$ cat src/rtl/hfadc_bus_ctrl.sv
module hfadc_bus_ctrl #(
  parameter int CLK_NS   = 4,
  parameter int TRACK_NS = 1000,
  parameter int FINE_NS  = 600,
  parameter int AW       = 3,
  parameter int NB       = 4
) (
  input  logic              clk,
  input  logic              rst_n,
  input  logic              cs_n,
  input  logic              rd_n,
  input  logic [AW-1:0]     chan_addr,
  input  logic              mode_pipe,
  input  logic [(1<<NB)-2:0] coarse_therm,
  input  logic [(1<<NB)-2:0] fine_therm,
  output logic [AW-1:0]     chan_sel,
  output logic [2*NB-1:0]   data_out,
  output logic              data_oe,
  output logic              int_n,
  output logic              ready_drive
);
  localparam int TW        = (1 << NB) - 1;
  localparam int TRACK_CYC = TRACK_NS / CLK_NS;
  localparam int FINE_CYC  = FINE_NS / CLK_NS;
  localparam int MAXC      = (TRACK_CYC > FINE_CYC) ? TRACK_CYC : FINE_CYC;
  localparam int CW        = $clog2(MAXC + 1);

  typedef enum logic [1:0] {S_IDLE, S_TRACK, S_FINE} state_t;

  state_t            state;
  logic [CW-1:0]     cnt;
  logic [NB-1:0]     upper;
  logic [2*NB-1:0]   result;
  logic              sel_q, rel;

  function automatic logic [NB-1:0] run_len(input logic [TW-1:0] t);
    logic [NB-1:0] n;
    logic          go;
    n  = '0;
    go = 1'b1;
    for (int i = 0; i < TW; i++) begin
      if (go && t[i]) n = n + NB'(1);
      else            go = 1'b0;
    end
    return n;
  endfunction

  wire sel      = !cs_n && !rd_n;
  wire busy     = (state != S_IDLE);
  wire start    = !busy && sel && !sel_q;
  wire trk_end  = (state == S_TRACK) && (cnt == CW'(TRACK_CYC - 1));
  wire fin      = (state == S_FINE)  && (cnt == CW'(FINE_CYC - 1));

  always_ff @(posedge clk) begin
    if (!rst_n) begin
      state    <= S_IDLE;
      cnt      <= '0;
      upper    <= '0;
      result   <= '0;
      chan_sel <= '0;
      sel_q    <= 1'b0;
      rel      <= 1'b0;
      int_n    <= 1'b1;
    end else begin
      sel_q <= sel;
      case (state)
        S_IDLE: if (start) begin
          state    <= S_TRACK;
          cnt      <= '0;
          chan_sel <= chan_addr;
        end
        S_TRACK: if (trk_end) begin
          upper <= run_len(coarse_therm);
          cnt   <= '0;
          state <= S_FINE;
        end else cnt <= cnt + CW'(1);
        S_FINE: if (fin) begin
          result <= {upper, run_len(fine_therm)};
          state  <= S_IDLE;
        end else cnt <= cnt + CW'(1);
        default: state <= S_IDLE;
      endcase
      if (fin)                int_n <= 1'b0;
      else if (sel_q && !sel) int_n <= 1'b1;
      if (cs_n || start)      rel <= 1'b0;
      else if (fin)           rel <= 1'b1;
    end
  end

  assign data_out    = result;
  assign data_oe     = mode_pipe ? sel : (sel && sel_q && !busy);
  assign ready_drive = !cs_n && (mode_pipe || !rel);


  start_from_read_chk: assert property (@(posedge clk) disable iff (!rst_n)
    $rose(busy) |-> $past(sel) && !$past(sel_q));

  chan_hold_chk: assert property (@(posedge clk) disable iff (!rst_n)
    (busy && $past(busy)) |-> $stable(chan_sel));

  int_at_end_chk: assert property (@(posedge clk) disable iff (!rst_n)
    $fell(int_n) |-> ($past(state) == S_FINE) && (state == S_IDLE));

  bus_quiet_chk: assert property (@(posedge clk) disable iff (!rst_n)
    (!mode_pipe && busy) |-> !data_oe);

  ready_hold_chk: assert property (@(posedge clk) disable iff (!rst_n)
    (!mode_pipe && busy && !cs_n) |-> ready_drive);

  result_steady_chk: assert property (@(posedge clk) disable iff (!rst_n)
    ($past(state) != S_FINE) |-> $stable(result));

  cnt_bound_chk: assert property (@(posedge clk) disable iff (!rst_n)
    cnt < CW'(MAXC));
endmodule

$ cat config.mk
export PLATFORM = sky130hd
export DESIGN_NAME = hfadc_bus_ctrl
export DESIGN_NICKNAME = d
export VERILOG_FILES = /design/src/rtl/hfadc_bus_ctrl.sv
export SDC_FILE = /design/constraint.sdc
export NUM_CORES = 1
export LEC_CHECK = 0
export BUFFER_PORTS_ARGS = -buffer_cell sky130_fd_sc_hd__buf_2
export CAP_MARGIN = 10
export CORE_AREA = 8 8 88 90
export CTS_BUF_LIST = sky130_fd_sc_hd__clkbuf_16
export DETAILED_ROUTE_END_ITERATION = 12
export DIE_AREA = 0 0 96 98
export PLACE_DENSITY = 0.69
export SLEW_MARGIN = 20
export SYNTH_ARGS = -nofsm -noshare
export SYNTH_HDL_FRONTEND = slang
export SYNTH_SLANG_ARGS = --single-unit
export TNS_END_PERCENT = 1
$ cat constraint.sdc
create_clock -name clk -period 18 [get_ports clk]
set_input_delay 2.7 -clock clk [delete_from_list [all_inputs] [get_ports clk]]
set_output_delay 2.7 -clock clk [all_outputs]
set_load 0.005 [all_outputs]
==> Implementation_results.wiki <==
{| class="wikitable"
! Metric !! Value
|-
| Synthesized flop and latch total || 28
|-
| CTS tree || done
|-
| Multiplexer area fraction after synthesis || under 10%
|-
| Via-per-instance ratio || ~5.5
|-
| Total via count after detailed routing || about 3000
|-
| Total clock sinks || 28
|-
| Number of CTS-inserted buffers || 3
|-
| Clk Tree Root Cell || clkbuf_16
|-
| Clk_skew || 0.004277 ns
|-
| Final worst-path setup slack || just under 10 ns
|-
| Transition time of the tightest slew-check pin || roughly 0.50 ns
|-
| Maximum fanout count along the critical path || 5
|-
| Worst-path clk slew || 0.07 ns
|-
| Static power due to leakage || ~0.0016 uW
|-
| Worst setup slack for register-to-register paths || around 16 ns
|-
| Number of nets in the synthesized netlist || 475
|-
| Area of the die || about 0.0094 mm^2
|-
| Diode insertion count for antenna repair || 0
|-
| First-pass iteration count of the detailed router || 4
|-
| Post-CTS Hold Fix Bufs || 0
|-
| Critical path buffers and inverters || 3
|-
| Normalized max-slew margin || between 60% and 70%
|-
| Cell family contributing the most delay on the critical path || compound AO/OA/AOI/OAI gates
|-
| Cell area after synthesis || approximately 0.0030 mm^2
|-
| Die extent in y || ~100 um
|-
| Post-synthesis share of cell area spent on full adders, half adders and majority gates || 11.92%
|-
| Shortest period the worst path allows || between 8 and 9 ns
|-
| Top_reg_cell synth || dfxtp_1
|-
| Xor/xnor share of the synthesized area || between 7 and 8%
|-
| Routed wire length per instance || between 10 and 15 um
|-
| Post-synthesis compound-gate area fraction || slightly above 20%
|-
| First-pass GRT wire length || 12520 um
|-
| Terminus of the critical flop-to-flop path || cnt[7]
|-
| Run status || finished clean
|-
| Yosys top cell by area || dfxtp_1
|-
| Count of input and output buffers || 51
|-
| Post-route fraction of the period consumed by the critical path || between 40% and 50%
|-
| Dominant combinational cell family by area after synthesis || simple AND/OR/NAND/NOR gates
|-
| Area growth from synthesis to layout || 12.45%
|-
| Most used cell, CP || ha_1
|-
| Number of design-rule violations left by the first detailed-router iteration || 83
|-
| Core area || around 0.0065 mm^2
|-
| Total Routing Usage GR || 15.37%
|-
| Hold EP || data_out[4]
|-
| Highest-delay cell along the critical path || o21ai_0
|-
| Most repeated cell in the gate-level netlist after synthesis || nand2_1
|-
| Boundary Pins || 52
|-
| Pre-CTS setup slack || 9.492 ns
|-
| Pin count of the biggest net entering global routing || 17
|-
| Cell count of the worst reg-to-reg path || 8
|-
| Class of the worst hold path || reg2reg
|-
| Start-to-end type of the worst setup path || in2reg
|-
| Number of nets in the final layout || between 500 and 600
|-
| Total internal power || 116.9 uW
|-
| Initial standard-cell utilization of the core || between 40% and 50%
|-
| Total setup violations reported at the end of the flow || 0
|-
| # Post-CTS Setup Buffers || 0
|-
| Number of enable-type register cells in the synthesized netlist || 0
|-
| Via count of the first global-routing pass || approximately 2900
|-
| PD cells || 50.22 mW/mm^2
|-
| Slowest Stage Delay on Critical Path || 0.37 ns
|-
| Routed Antenna Nets || 0
|-
| Post-route insts no fill || around 540
|-
| Required time of the worst setup path || around 18 ns
|-
| Top cell types by occurrence after synthesis || 57 x nand2_1, 36 x a21oi_1, 32 x o21ai_0
|-
| Portion of synthesized cell area occupied by the leading cell type || between 10% and 20%
|-
| Upper clock frequency limit || 121.7 MHz
|-
| Initial antenna violation count || 0
|-
| Post-Synth Simple-Gate Area || between 30% and 40%
|-
| Clock network fraction of design power || around 29%
|-
| DRC violations left || 0
|-
| Maximum level of the CTS H-tree || 1
|-
| Startpoint of the lowest-slack register-to-register path || state[0]
|-
| Gr ovfl total || 0
|-
| Number of instances resized during post-cts repair || 0
|-
| Share of flip-flops with an asynchronous set or reset || 0%
|-
| Detailed-placement wirelength estimate || ~5800 um
|-
| Final hold viol count || 0
|-
| Max Transition Viols Final || 0
|-
| Number of warnings printed during yosys synthesis || 0
|-
| Post-synthesis sequential area ratio || a little under a fifth
|-
| Power share of the sequential group || 38.8%
|-
| Launch point of the worst hold path || upper[0]
|-
| Synth Instances || between 400 and 500
|-
| Syn avg cell area || 7.461 um^2
|-
| Clk buf depth || 2
|-
| CP Launch Type || input pin
|-
| Max cap viols || 0
|-
| Switching share of power || around a third
|-
| Share of power burned in combinational logic || between 30 and 40%
|-
| Clock network latency to the later pin of the worst-skew pair || 0.26 ns
|-
| Detailed Route WL || between 7000 and 8000 um
|-
| FP Rows || 30
|-
| Total negative slack || 0 ns
|-
| Number of instances on the worst hold path || 2
|-
| GP Congestion || ~0.92
|-
| Synth cell types || 62
|-
| Total net switching power || about 55 uW
|-
| Unrepaired setup endpoints after global routing || no
|-
| Fraction of layout cells with a size suffix above 1 || 16.92%
|-
| Cells after DPL || 531
|-
| Critical Path AT || roughly 8.4 ns
|-
| Sort of element at the end of the critical path || flop
|-
| Cells taking the most area after synthesis || dfxtp_1 18%, ha_1 12%, nand2_1 7.0%
|-
| Worst vdd ir || about 0.064 mV
|-
| Die Width || between 90 and 100 um
|}
kinds of logic (layout without fill, tap and decap cells):
family                     count (synthesis)  count (layout)
AOI/OAI and AO/OA                        104             104
xor gates and xnor gates                  22              22
buffers and inverters                     30              77
adders and majority gates                 29              29
muxes                                     17              17
and+or+nand+nor                          178             178
DFF                                       28              28
area by class of cell:
cell class	instances	area [um^2]
repair buffers	51	255.2
flip-flops and latches	28	560.5
multi-input cells	350	2346
fillers	669	3070
clock buffers	3	75.07
well taps	80	100.1
inverters	22	82.58
clock inverters	1	3.754
through the flow:
| step | util [%] | area (um^2) | power, uW | hold slack [ns] |
|---|---|---|---|---|
| after detailed placement | 51.50 | 3344 | 123.0 | 0.4439 |
| after global routing | 52.72 | 3423 | 184.8 | 0.4819 |
| after CTS | 52.72 | 3423 | 173.8 | 0.4542 |
| after global placement | 51.50 | 3344 | 121.4 | 0.4375 |
| after floorplan | - | 3044 | 107.3 | 0.4274 |
| final | 52.72 | 3423 | 171.9 | 0.4537 |
worst min-delay path, cell delays in order, from the launching register on:
cell     delay (ns)
dfxtp_1        0.31
nand2_1        0.05
a21oi_1        0.05
power groups by stage:
stage / Combinational [uW] / Clock [uW] / Sequential [uW]
after floorplan: 39.6 / 0 / 67.7
after global placement: 53.5 / 0 / 67.9
after detailed placement: 54.9 / 0 / 68.1
after CTS: 55.5 / 51.7 / 66.7
after global routing: 64.0 / 53.9 / 66.9
final: 55.1 / 50.2 / 66.6
worst max path at each step:
stage / start / end / depth (start not counted)
finish: fine_therm[2] / data_out[2] / 32
CTS: fine_therm[2] / data_out[2] / 32
detailed placement: fine_therm[2] / data_out[2] / 32
global route: fine_therm[2] / data_out[2] / 32
global placement: fine_therm[2] / data_out[2] / 32
floorplan: fine_therm[2] / data_out[2] / 31
cells in the final DEF (no fill, tap or decap), types with 3 or more instances in the layout:
cell       count
a21boi_0       5
nor4_1         4
a21o_1         3
o21a_1         4
nor2b_1       10
clkbuf_16      3
ha_1          29
a31oi_1        4
nand4_1        7
inv_1         22
mux2i_1       12
nor2_1        31
nor3_2         4
nand2b_1       7
xnor2_1       12
xor2_1         7
a211oi_1       3
nor3_1         4
nand2_1       57
and2_1        10
buf_2         51
a21oi_1       36
nand3_1       15
or3_1          5
dfxtp_1       28
mux2_2         3
and3_1         6
o21ai_0       32
nand3b_1       3
registers in the layout, indices dropped and copies added, names as in the netlist:
register / cells
rel: 1
data_out: 8
state: 2
chan_sel: 3
int_n: 1
upper: 4
sel_q: 1
cnt: 8
metal layers:
layer	share of wire, %	global-route usage [%]
met4	0.51	1.893
met1	47	19.31
met3	3.6	1.995
met2	49	27.27
met5	0	0
Note: power is estimated with default switching activity, not from simulation.
